`config.mk`:
```
export PLATFORM = sky130hd
export DESIGN_NAME = sdac_frontend
export DESIGN_NICKNAME = d
export VERILOG_FILES = /design/src/rtl/sdac_pkg.sv /design/src/rtl/sdac_sync.sv /design/src/rtl/sdac_shifter.sv /design/src/rtl/sdac_holdreg.sv /design/src/rtl/sdac_frontend.sv
export SDC_FILE = /design/constraint.sdc
export NUM_CORES = 1
export LEC_CHECK = 0
export CAP_MARGIN = 15
export CORE_MARGIN = 3
export CORE_UTILIZATION = 40
export CTS_CLUSTER_DIAMETER = 30
export DETAILED_ROUTE_END_ITERATION = 16
export RECOVER_POWER = 50
export SLEW_MARGIN = 20
export SYNTH_ARGS = -nofsm -noshare
export SYNTH_HDL_FRONTEND = slang
export SYNTH_SLANG_ARGS = --single-unit
```
`constraint.sdc`:
```
create_clock -name clk -period 1.2 [get_ports clk]
set_input_delay 0.24 -clock clk [delete_from_list [all_inputs] [get_ports clk]]
set_output_delay 0.24 -clock clk [all_outputs]
set_load 0.05 [all_outputs]
```
`src/rtl/sdac_pkg.sv`:
```
package sdac_pkg;
  localparam int unsigned CODE_W  = 12;
  localparam int unsigned SYNC_N  = 2;
  localparam int unsigned PIN_N   = 5;
  localparam int unsigned PIN_DIN = 0;
  localparam int unsigned PIN_SCK = 1;
  localparam int unsigned PIN_SEL = 2;
  localparam int unsigned PIN_LD  = 3;
  localparam int unsigned PIN_CLR = 4;
  // idle levels: clear, load, select high; clock and data low
  localparam logic [PIN_N-1:0] PIN_IDLE = 5'b11100;
endpackage

```
`src/rtl/sdac_sync.sv`:
```
module sdac_sync #(
  parameter int unsigned W      = 1,
  parameter int unsigned STAGES = 2,
  parameter logic [W-1:0] RST_VAL = '0
) (
  input  logic         clk,
  input  logic         rst_n,
  input  logic [W-1:0] d_i,
  output logic [W-1:0] q_o
);
  logic [W-1:0] stage_q [STAGES];

  for (genvar g = 0; g < STAGES; g++) begin : g_stage
    logic [W-1:0] stage_d;
    if (g == 0) begin : g_first
      assign stage_d = d_i;
    end else begin : g_next
      assign stage_d = stage_q[g-1];
    end
    always_ff @(posedge clk or negedge rst_n) begin
      if (!rst_n) stage_q[g] <= RST_VAL;
      else        stage_q[g] <= stage_d;
    end
  end

  assign q_o = stage_q[STAGES-1];
endmodule

```
`src/rtl/sdac_shifter.sv`:
```
module sdac_shifter #(
  parameter int unsigned CODE_W = sdac_pkg::CODE_W
) (
  input  logic              clk,
  input  logic              rst_n,
  input  logic              din_s,
  input  logic              sck_s,
  input  logic              sel_s,
  output logic [CODE_W-1:0] shreg_o,
  output logic              shift_o
);
  logic              sck_q, sel_q;
  logic [CODE_W-1:0] shreg_q, shreg_d;
  logic              sck_rise, sel_rise, shift;

  always_comb begin
    sck_rise = sck_s & ~sck_q;
    sel_rise = sel_s & ~sel_q;
    shift    = (sck_rise & ~sel_s) | (sel_rise & sck_s);
    shreg_d  = {shreg_q[CODE_W-2:0], din_s};
  end

  always_ff @(posedge clk or negedge rst_n) begin
    if (!rst_n) begin
      sck_q <= 1'b0;
      sel_q <= 1'b1;
    end else begin
      sck_q <= sck_s;
      sel_q <= sel_s;
    end
  end

  always_ff @(posedge clk or negedge rst_n) begin
    if (!rst_n)     shreg_q <= '0;
    else if (shift) shreg_q <= shreg_d;
  end

  assign shreg_o = shreg_q;
  assign shift_o = shift;

  AST_HOLD_DESELECTED: assert property (@(posedge clk) disable iff (!rst_n)
    (sel_s && sel_q) |=> shreg_q == $past(shreg_q));
  AST_SHIFT_LSB_IN: assert property (@(posedge clk) disable iff (!rst_n)
    shift |=> shreg_q[0] == $past(din_s));
  AST_SHIFT_UP: assert property (@(posedge clk) disable iff (!rst_n)
    shift |=> shreg_q[CODE_W-1:1] == $past(shreg_q[CODE_W-2:0]));
  AST_SEL_RISE_SHIFTS: assert property (@(posedge clk) disable iff (!rst_n)
    (sel_s && !sel_q && sck_s) |-> shift);
endmodule

```
`src/rtl/sdac_holdreg.sv`:
```
module sdac_holdreg #(
  parameter int unsigned CODE_W = sdac_pkg::CODE_W
) (
  input  logic              clk,
  input  logic              rst_n,
  input  logic              clr_s,
  input  logic              ld_s,
  input  logic [CODE_W-1:0] shreg_i,
  output logic [CODE_W-1:0] hold_o
);
  logic              ld_q;
  logic [CODE_W-1:0] hold_q, hold_d;
  logic              hold_en;

  always_comb begin
    hold_en = ~clr_s | ~ld_s | (ld_s & ~ld_q);
    hold_d  = clr_s ? shreg_i : '0;
  end

  always_ff @(posedge clk or negedge rst_n) begin
    if (!rst_n) ld_q <= 1'b1;
    else        ld_q <= ld_s;
  end

  always_ff @(posedge clk or negedge rst_n) begin
    if (!rst_n)       hold_q <= '0;
    else if (hold_en) hold_q <= hold_d;
  end

  assign hold_o = hold_q;

  AST_CLEAR_ZEROES: assert property (@(posedge clk) disable iff (!rst_n)
    !clr_s |=> hold_q == '0);
  AST_TRANSPARENT_FOLLOWS: assert property (@(posedge clk) disable iff (!rst_n)
    (clr_s && !ld_s) |=> hold_q == $past(shreg_i));
  AST_LATCHED_STABLE: assert property (@(posedge clk) disable iff (!rst_n)
    (clr_s && ld_s && ld_q) |=> hold_q == $past(hold_q));
endmodule

```
`src/rtl/sdac_frontend.sv`:
```
module sdac_frontend #(
  parameter int unsigned CODE_W = sdac_pkg::CODE_W,
  parameter int unsigned SYNC_N = sdac_pkg::SYNC_N
) (
  input  logic              clk,
  input  logic              rst_n,
  input  logic              ser_data_i,
  input  logic              ser_clk_i,
  input  logic              sel_n_i,
  input  logic              load_n_i,
  input  logic              clear_n_i,
  output logic [CODE_W-1:0] code_o,
  output logic              transparent_o,
  output logic              misuse_o
);
  import sdac_pkg::*;

  logic              rst_meta_q, rst_q;
  logic [PIN_N-1:0]  pins_raw, pins_s;
  logic [CODE_W-1:0] shreg, hold;
  logic              shift;
  logic              transp_q, transp_d;
  logic              misuse_q, misuse_d;

  // asynchronous assert, synchronous release
  always_ff @(posedge clk or negedge rst_n) begin
    if (!rst_n) begin
      rst_meta_q <= 1'b0;
      rst_q      <= 1'b0;
    end else begin
      rst_meta_q <= 1'b1;
      rst_q      <= rst_meta_q;
    end
  end

  always_comb begin
    pins_raw          = '0;
    pins_raw[PIN_DIN] = ser_data_i;
    pins_raw[PIN_SCK] = ser_clk_i;
    pins_raw[PIN_SEL] = sel_n_i;
    pins_raw[PIN_LD]  = load_n_i;
    pins_raw[PIN_CLR] = clear_n_i;
  end

  sdac_sync #(.W(PIN_N), .STAGES(SYNC_N), .RST_VAL(PIN_IDLE)) u_sync (
    .clk   (clk),
    .rst_n (rst_q),
    .d_i   (pins_raw),
    .q_o   (pins_s)
  );

  sdac_shifter #(.CODE_W(CODE_W)) u_shift (
    .clk     (clk),
    .rst_n   (rst_q),
    .din_s   (pins_s[PIN_DIN]),
    .sck_s   (pins_s[PIN_SCK]),
    .sel_s   (pins_s[PIN_SEL]),
    .shreg_o (shreg),
    .shift_o (shift)
  );

  sdac_holdreg #(.CODE_W(CODE_W)) u_hold (
    .clk     (clk),
    .rst_n   (rst_q),
    .clr_s   (pins_s[PIN_CLR]),
    .ld_s    (pins_s[PIN_LD]),
    .shreg_i (shreg),
    .hold_o  (hold)
  );

  always_comb begin
    transp_d = pins_s[PIN_CLR] & ~pins_s[PIN_LD];
    misuse_d = ~pins_s[PIN_LD] & (misuse_q | shift);
  end

  always_ff @(posedge clk or negedge rst_q) begin
    if (!rst_q) begin
      transp_q <= 1'b0;
      misuse_q <= 1'b0;
    end else begin
      transp_q <= transp_d;
      misuse_q <= misuse_d;
    end
  end

  // clear reaches the output without waiting for a clock
  assign code_o        = clear_n_i ? hold : '0;
  assign transparent_o = transp_q;
  assign misuse_o      = misuse_q;

  AST_CLEAR_BEATS_LOAD: assert property (@(posedge clk) disable iff (!rst_q)
    !pins_s[PIN_CLR] |=> !transparent_o);
  AST_MISUSE_SET: assert property (@(posedge clk) disable iff (!rst_q)
    (shift && !pins_s[PIN_LD]) |=> misuse_o);
  AST_MISUSE_DROP: assert property (@(posedge clk) disable iff (!rst_q)
    pins_s[PIN_LD] |=> !misuse_o);
endmodule

```
# Word-level counts from Yosys, hierarchy flattened

Index checks and enable logic that the tools add are counted.

Flip-flop bits (word level): 41
Bits of input ports: 7
Logic and storage cells: 30

Mux-type cells: 2
Bitwise gates (word level): 17

Operator list:

| cell               | number |
|---|---|
| 12-bit two-way mux | 2 |
| 1-bit AND          | 7 |
| 1-bit inverter     | 6 |
| 1-bit bitwise OR   | 4 |

# Longest topological paths before layout

Gate-level depths: netlist of run 1.

Depth in word-level cells: 6
Gate-level depth with buffers: 4
Mapped depth without buffers: 3

# Modules after synthesis

Synthesis of run 1 repeated with hierarchy kept, for this count alone.

Cell total of the unflattened synthesis: 115
Area total of the unflattened synthesis: 1615.3 um^2

Modules (own cells, without submodules):

| module        | instances | cells an instance | area each (um^2) | seq. area each (um^2) |
|---|---|---|---|---|
| sdac_holdreg  | 1         | 55                | 589.3            | 326.6 |
| sdac_shifter  | 1         | 30                | 551.8            | 351.6 |
| sdac_sync     | 1         | 10                | 257.7            | 257.7 |
| sdac_frontend | 1         | 20                | 216.5            | 100.1 |

# Worst setup path before layout of run 1

No wires, ideal clock.

Path type: register to register
Start point: register u_sync.stage_q, in the netlist u_sync.q_o[2]
End point: register u_shift.shreg_q[10], in the netlist u_shift.shreg_o[10]
Library setup time: 0.125 ns
Arrival: 1.289 ns
Required time: 1.075 ns
Path slack: -0.214 ns
Cell stages (with the launch flop): 5
Clock period less this slack: 1.414 ns
Path through: dfstp_2 > mux2i_1 > nand2_1 > buf_6 > mux2_4

Cells in the longest elaborated chain, start to end: 3
Elaborated cells between the ends (all ways): 5
Those cells by class: bitwise: 5

Ends and longest elaborated chain:

| item                                        | RTL line                               | source |
|---|---|---|
| from (decl)                                 | sdac_sync.sv:11                        | `logic [W-1:0] stage_q [STAGES];` |
| from (signal, indexed assignment)           | sdac_sync.sv:22                        | `else stage_q[g] <= stage_d;` |
| 1-bit AND or 1-bit inverter (tied branches) | sdac_shifter.sv:18, sdac_shifter.sv:19 |  |
| 1-bit AND                                   | sdac_shifter.sv:19                     | `shift = (sck_rise & ~sel_s) \| (sel_rise & sck_s);` |
| 1-bit bitwise OR *                          | sdac_shifter.sv:19                     |  |
| to (signal assigned)                        | sdac_shifter.sv:35                     | `else if (shift) shreg_q <= shreg_d;` |
| to (decl)                                   | sdac_shifter.sv:13                     | `logic [CODE_W-1:0] shreg_q, shreg_d;` |

Mark *: on every way between the ends. The rest lies on a longest branch, timed or not.
A chain may end at the register's enable or synchronous reset.

# Worst setup path in the final report of run 1

Start point: register u_sync.stage_q, in the netlist u_sync.q_o[2]
End point: register u_shift.shreg_q[7], in the netlist u_shift.shreg_o[7]

Same word-level chain as after synthesis.

==> results of run 1 <==
[cell type report]
type                    count  area, um2  share of cell area [%]
flip-flops and latches     41       1036                   47.37
multi-input cells          68      510.5                   23.34
repair buffers             37      500.5                   22.88
clock buffers               6      72.57                   3.318
well taps                  46      57.56                   2.632
clock inverters             2      10.01                  0.4577
[registers in the layout (all words and copies together) (netlist names)]
name / flops
misuse_o: 1
rst_meta_q: 1
rst_q: 1
transparent_o: 1
u_hold.hold_o: 12
u_hold.ld_q: 1
u_shift.sck_q: 1
u_shift.sel_q: 1
u_shift.shreg_o: 12
u_sync.g_stage.stage_d: 5
u_sync.q_o: 5
[per-layer routing]
layer	up-vias	GRT usage, %
met1	464	16.08
li1	441	-
met5	-	0
met4	0	8.189
met3	4	5.419
met2	18	21.54
[power groups by stage]
stage	combinational, uW	clock [uW]	sequential (uW)
after global routing	1130	950	1950
after global placement	924	0	1910
after detailed placement	941	0	1920
after floorplan	589	0	1870
after CTS	1040	883	1900
final	1060	838	1900
[cells by family (layout without fill, tap and decap cells)]
group           Yosys count  in the layout  synth area share, %
simple gates             41             41                12.32
buf+inv                   5             45                1.794
other cells               1              1               0.2445
mux                      13             13                11.91
flops                    41             41                67.54
compound gates           13             13                6.199
[worst max-delay path, stage by stage (launching register included)]
cell and delay (ns):
sky130_fd_sc_hd__dfstp_2 0.55, sky130_fd_sc_hd__mux2i_2 0.23, sky130_fd_sc_hd__nand2_1 0.12, sky130_fd_sc_hd__buf_12 0.16, sky130_fd_sc_hd__mux2_4 0.29
[cell usage after synthesis]
cell type,instances,area share (%)
sky130_fd_sc_hd__dfrtp_1,33,54
sky130_fd_sc_hd__nand2_1,26,6.4
sky130_fd_sc_hd__conb_1,1,0.24
sky130_fd_sc_hd__a21oi_1,1,0.33
sky130_fd_sc_hd__mux2_4,10,9.8
sky130_fd_sc_hd__and2_1,13,5.3
sky130_fd_sc_hd__nor2b_1,1,0.41
sky130_fd_sc_hd__buf_2,1,0.33
sky130_fd_sc_hd__a21boi_0,12,5.9
sky130_fd_sc_hd__nor2_1,1,0.24
sky130_fd_sc_hd__mux2i_1,1,0.65
sky130_fd_sc_hd__dfstp_2,8,14
sky130_fd_sc_hd__clkbuf_1,3,0.73
sky130_fd_sc_hd__buf_6,1,0.73
sky130_fd_sc_hd__mux2_2,2,1.5
[through the flow]
stage | util [%] | total power [uW] | cell area (um2) | TNS, ns | std cells
global route | 62.12 | 4028 | 2187 | -5.049 | 200
global placement | 56.68 | 2830 | 1996 | -5.205 | 182
floorplan | - | 2459 | 1535 | -2.207 | 114
detailed placement | 56.68 | 2857 | 1996 | -5.806 | 182
CTS | 61.58 | 3819 | 2168 | -3.145 | 197
finish | 62.12 | 3801 | 2187 | -3.575 | 200
[repair_timing]
action,in CTS,in global routing
pin swaps,12,1
setup buffers,6,4
endpoints found under the setup margin,24,29
gates resized for setup,17,5
endpoints found under the hold margin,0,0
cloned,1,0
[path summary, 6_finish.rpt]
check / from / endpoint / slack [ns] / cells past startpoint
max in group asynchronous: rst_q$_DFF_PN0_ / u_sync.q_o[2]$_DFF_PN1_ / 0.13 / 1
min reg2reg: rst_q$_DFF_PN0_ / u_hold.hold_o[1]$_DFFE_PN0P_ / 0.22 / 0
max: u_sync.q_o[2]$_DFF_PN1_ / u_shift.shreg_o[7]$_DFFE_PN0P_ / -0.27 / 4
min: rst_n / rst_meta_q$_DFF_PN0_ / 0.17 / 1
min in group clk: rst_meta_q$_DFF_PN0_ / rst_q$_DFF_PN0_ / 0.35 / 0
max reg2reg: u_sync.q_o[2]$_DFF_PN1_ / u_shift.shreg_o[7]$_DFFE_PN0P_ / -0.27 / 4
==> reports/summary.log, run 1 <==
qor: run_status.status complete, but fails checks
qor: run_status.violations negative setup slack
qor: placed_design.gp_congestion 0.7312
qor: cells_and_area.areaGrowthSynthToFinish 42.58%
qor: clock_tree.cts-hold-fix-buffers 0
qor: setup_path.worst_ep_required_time 1.37 ns
qor: clock_tree.cts-buffers-inserted 5
qor: floorplanning.std_cell_rows 21
qor: drt.routed_wl 2622 um
qor: setup_path.setup.worst_path.end_class flip-flop
qor: sta.timing.final.hold_violations 0
qor: clock_tree.cts-root-buf sky130_fd_sc_hd__clkbuf_8
qor: sta.final.setup.worst_slack -0.2691 ns
qor: cells_and_area.fill_cell_count 284
qor: power_and_ir_drop.combinationalPowerShare 27.9%
qor: floorplanning.start_util 43.57%
qor: sta.max_slew.worst_pin.slew 0.5362 ns
qor: power_and_ir_drop.ir_worst_vdd 0.9369 mV
qor: cells_and_area.drive_gt1_share 47.40%
qor: drt.wl_met3 113 um
qor: synthesis.postSynthCellCount 114
qor: placed_design.estimated_wirelength_of_the_detail_placed_design 1635 um
qor: clock_tree.cts_sinks 41
qor: sta.rsz0062_at_grt true
qor: floorplanning.floorplan.core_area 3521 um2
qor: setup_path.timing.setup.critical_path_class reg2reg
qor: drt.drc 0
qor: power_and_ir_drop.power.clock.fraction 22.0%
qor: floorplanning.die_height 67.93 um
qor: sta.slew_violations 0
qor: job.max-cap-violations 0
qor: global_routing.first_pass_grt_wire_length 4340 um
qor: clock_tree.tritoncts yes
qor: cells_and_area.most-common-layout-cells sky130_fd_sc_hd__dfrtp_1 (33), sky130_fd_sc_hd__nand2_1 (26), sky130_fd_sc_hd__buf_12 (16), sky130_fd_sc_hd__and2_4 (13), sky130_fd_sc_hd__buf_4 (12)
qor: floorplanning.chipWidth 67.93 um
qor: sta.fin_crit_sh 122.4%
qor: clock_tree.clock_tree.buffer_depth 2
qor: drt.drt_first_pass_iters 2
qor: synthesis.yosysWarnings 0
qor: setup_path.critPathLaunchType flip-flop
qor: synthesis.seq_area_frac_synth 67.54%
qor: drt.number_of_nets_still_failing_antenna_checks_after_routing 0
qor: drt.wl_met2 1305 um
qor: global_routing.gr-total-overflow 0
qor: cells_and_area.antenna_cells_inserted 0
qor: sta.final-setup-viol-count 24
qor: setup_path.timing.critical_path.arrival 1.64 ns
qor: drt.post_drt_via_cell_ratio 4.635
qor: power_and_ir_drop.power.static_leakage 0.001019 uW
qor: global_routing.pin_count_of_the_biggest_net_entering_global_routing 27
qor: clock_tree.clock_tree.htree_level_count 2
qor: synthesis.postSynthAreaPerCell 13.46 um2
qor: sta.maxSlewHeadroom 64.25%
qor: clock_tree.clk_latency 0.29 ns
qor: global_routing.globalRouteTotalUtil 13.84%
qor: placed_design.placement.setup.worst_slack -0.2635 ns
qor: drt.top_signal_layer_used met4
qor: floorplanning.die_area 4614 um2
qor: floorplanning.io-pin-count 21
qor: drt.drt_iter0_drc 25
qor: drt.wl_met1 1145 um
qor: hold_path.worst_hold_path_type in2async
qor: power_and_ir_drop.netSwitchingPower 1065 uW
qor: synthesis.synth_seq_cells 41
qor: sta.fin_hold_ws 0.1739 ns
qor: drt.post_drt_wl_per_cell 13.11 um
qor: global_routing.grt_pass1_vias 918
qor: sta.fmaxAchievable 680.7 MHz
qor: setup_path.cp_max_fo 12
qor: power_and_ir_drop.pwr-share-seq 50.1%
qor: power_and_ir_drop.p_per_area 1738 nW/um2
qor: synthesis.synth_cell_types 15
qor: power_and_ir_drop.p_int 2736 uW
qor: sta.timing.final.crit_period 1.469 ns
qor: synthesis.synth.cell_area 1534 um2
qor: global_routing.antenna_found_initial 0
qor: clock_tree.cts.clk_slew.worst_paths 0.07 ns
qor: cells_and_area.finalNetCount 160
qor: sta.fin_skew 0.008590 ns
qor: power_and_ir_drop.switching_power_share_of_the_total 28.01%
qor: drt.route.vias.total 927
qor: placed_design.numPortBuffers 20
qor: synthesis.synthesis.nets 121
qor: cells_and_area.mostFrequentLayoutCell sky130_fd_sc_hd__dfrtp_1
Power figures use the tool's default switching activity.
==> run 2: changes to the inputs <==
--- a/config.mk
+++ b/config.mk
@@ -10,6 +10,7 @@
 export CORE_UTILIZATION = 40
 export CTS_CLUSTER_DIAMETER = 30
 export DETAILED_ROUTE_END_ITERATION = 16
+export DONT_BUFFER_PORTS = 1
 export RECOVER_POWER = 50
 export SLEW_MARGIN = 20
 export SYNTH_ARGS = -nofsm -noshare
==> reports/summary.log, run 2 (synthesis gave the netlist of run 1 again) <==
qor: run_status.status complete, but fails checks
qor: run_status.violations negative setup slack
qor: global_routing.globalRouteTotalUtil 11.79% [-2.0 points]
qor: global_routing.grt_pass1_vias 896 [-2.4%]
qor: sta.final.setup.tns -2.863 ns [+0.7120 ns]
qor: floorplanning.floorplan.core_area 3521 um2 [unchanged]
qor: clock_tree.clock_tree.buffer_depth 2 [unchanged]
qor: setup_path.reg2regPathDepth 4 [unchanged]
qor: clock_tree.cts_sinks 41 [unchanged]
qor: global_routing.gr-total-overflow 0 [unchanged]
qor: job.max-cap-violations 0 [unchanged]
qor: sta.fin_skew 0.008948 ns [+0.0003579 ns]
qor: global_routing.pin_count_of_the_biggest_net_entering_global_routing 40 [+48%]
qor: power_and_ir_drop.power.static_leakage 0.0009640 uW [-5.4%]
qor: floorplanning.chipWidth 67.93 um [unchanged]
qor: sta.maxSlewHeadroom 45.64% [-19 points]
qor: setup_path.timing.critical_path.arrival 1.62 ns [-0.02 ns]
qor: power_and_ir_drop.ir_worst_vdd 0.9734 mV [+3.9%]
qor: drt.post_drt_wl_per_cell 12.18 um [-7.1%]
qor: clock_tree.cts-root-buf sky130_fd_sc_hd__clkbuf_8
qor: setup_path.cp_max_fo 12 [unchanged]
qor: cells_and_area.drive_gt1_share 46.58% [-0.83 points]
qor: placed_design.post-place-cells 172 [-5.5%]
qor: clock_tree.clk_latency 0.28 ns [about the same]
qor: cells_and_area.areaGrowthSynthToFinish 34.26%
qor: setup_path.worst_ep_required_time 1.36 ns [about the same]
qor: cells_and_area.most-common-layout-cells sky130_fd_sc_hd__dfrtp_1 (31), sky130_fd_sc_hd__nand2_1 (25), sky130_fd_sc_hd__and2_4 (13), sky130_fd_sc_hd__a21boi_0 (11), sky130_fd_sc_hd__mux2_4 (10)
qor: clock_tree.tritoncts yes
qor: sta.timing.final.hold_violations 0 [unchanged]
qor: drt.drt_iter0_drc 34 [+36%]
qor: clock_tree.cts-buffers-inserted 5 [unchanged]
qor: placed_design.gp_congestion 0.7103 [-2.9%]
qor: drt.route.vias.total 860 [-7.2%]
qor: setup_path.timing.setup.critical_path_class reg2reg
qor: sta.rsz0062_at_grt true
qor: floorplanning.die_area 4614 um2 [unchanged]
qor: sta.final-setup-viol-count 13 [-46%]
qor: setup_path.critical-path-max-stage-delay 0.54 ns [about the same]
qor: setup_path.setup.worst_path.end_class flip-flop
qor: drt.number_of_nets_still_failing_antenna_checks_after_routing 0 [unchanged]
qor: sta.final.setup.worst_slack -0.2537 ns [+0.01539 ns]
qor: clock_tree.cts.clk_slew.worst_paths 0.07 ns [about the same]
qor: setup_path.cpMaxStageDelayCell sky130_fd_sc_hd__dfstp_2
qor: sta.fin_crit_sh 121.1% [-1.3 points]
qor: power_and_ir_drop.p_per_area 1915 nW/um2 [+10%]
qor: cells_and_area.antenna_cells_inserted 0 [unchanged]
qor: floorplanning.io-pin-count 21 [unchanged]
qor: drt.post_drt_via_cell_ratio 4.479 [-3.4%]
qor: sta.timing.final.crit_period 1.454 ns [-0.01539 ns]
qor: drt.drc 0 [unchanged]
qor: placed_design.estimated_wirelength_of_the_detail_placed_design 1514 um [-7.4%]
qor: placed_design.numPortBuffers 0 [-100%]
qor: cells_and_area.layoutNonFillerInstCount 192 [-4.0%]
qor: sta.max_slew.worst_pin.slew 0.8154 ns [+0.2792 ns]
qor: clock_tree.clock_tree.htree_level_count 2 [unchanged]
qor: setup_path.critPathLaunchType flip-flop
qor: floorplanning.std_cell_rows 21 [unchanged]
qor: cells_and_area.finalNetCount 152 [-5.0%]
qor: cells_and_area.mostFrequentLayoutCell sky130_fd_sc_hd__dfrtp_1
qor: floorplanning.start_util 43.57% [unchanged]
qor: setup_path.path_cells mux2i_1 > nand2_1 > buf_12 > mux2_4
qor: sta.slew_violations 0 [unchanged]
qor: global_routing.antenna_found_initial 0 [unchanged]
qor: global_routing.first_pass_grt_wire_length 3953 um [-8.9%]
qor: drt.drt_first_pass_iters 2 [unchanged]
qor: hold_path.worst_hold_path_type in2async
qor: sta.fmaxAchievable 687.9 MHz [+1.1%]
qor: drt.routed_wl 2338 um [-11%]
qor: floorplanning.die_height 67.93 um [unchanged]
[run 2: path summary, 6_finish.rpt]
check,startpoint,end,slack (ns)
setup / recovery,u_sync.q_o[2]$_DFF_PN1_,u_shift.shreg_o[4]$_DFFE_PN0P_,-0.25
hold / removal,rst_n,rst_meta_q$_DFF_PN0_,0.18
setup reg to reg,u_sync.q_o[2]$_DFF_PN1_,u_shift.shreg_o[4]$_DFFE_PN0P_,-0.25
hold reg to reg,u_sync.g_stage[1].stage_d[1]$_DFF_PN0_,u_sync.q_o[1]$_DFF_PN0_,0.36
max in group asynchronous,rst_q$_DFF_PN0_,misuse_o$_DFF_PN0_,0.20
min in group clk,u_sync.g_stage[1].stage_d[1]$_DFF_PN0_,u_sync.q_o[1]$_DFF_PN0_,0.36
[run 2: repair_timing]
item	4_1_cts	5_1_grt
endpoints found under the setup margin	24	38
resized for setup	34	4
pin swaps	13	3
setup buffers	4	5
hold buffers	6	0
hold endpoints to repair	7	0
[run 2: final cells by class]
cell class                      count  area, um2
Multi-Input combinational cell     68      509.2
Sequential cell                    41       1039
Timing Repair Buffer               29      334.1
Clock inverter                      2      37.54
Tap cell                           46      57.56
Fill cell                         308       1461
Clock buffer                        6      82.58
[run 2: through the flow]
stage / worst slack (ns) / hold WS, ns / utilization (%) / power, uW / area (um2)
after CTS: -0.2571 / 0.1788 / 58.32 / 3950 / 2053
after global routing: -0.2856 / 0.1750 / 58.49 / 4157 / 2059
after detailed placement: -0.2479 / -0.05554 / 49.15 / 2675 / 1730
after global placement: -0.2164 / -0.05554 / 49.15 / 2639 / 1730
final: -0.2537 / 0.1827 / 58.49 / 3943 / 2059
after floorplan: -0.2144 / -0.05559 / - / 2459 / 1535
[run 2: critical path: cells and delay by family (launching register included)]
| kind | cells | cell delay [ns] |
|---|---|---|
| simple gates | 1 | 0.12 |
| buf+inv | 1 | 0.16 |
| mux | 2 | 0.52 |
| flops | 1 | 0.54 |
[run 2: metal layers]
| layer | vias to the layer above | global-route usage (%) | share of wire (%) |
|---|---|---|---|
| li1 | 430 | - | - |
| met1 | 413 | 14.76 | 45 |
| met2 | 15 | 19.13 | 50 |
| met3 | 2 | 3.120 | 3.9 |
| met4 | 0 | 5.211 | 0.68 |
| met5 | - | 0 | 0 |
[run 2: report_power, final]
group          switching, uW  total, uW  leakage, uW  internal [uW]
combinational            375        924     0.000412            549
sequential               225       1910     0.000495           1680
clock                    436       1110    0.0000574            676
total                   1040       3940     0.000964           2910
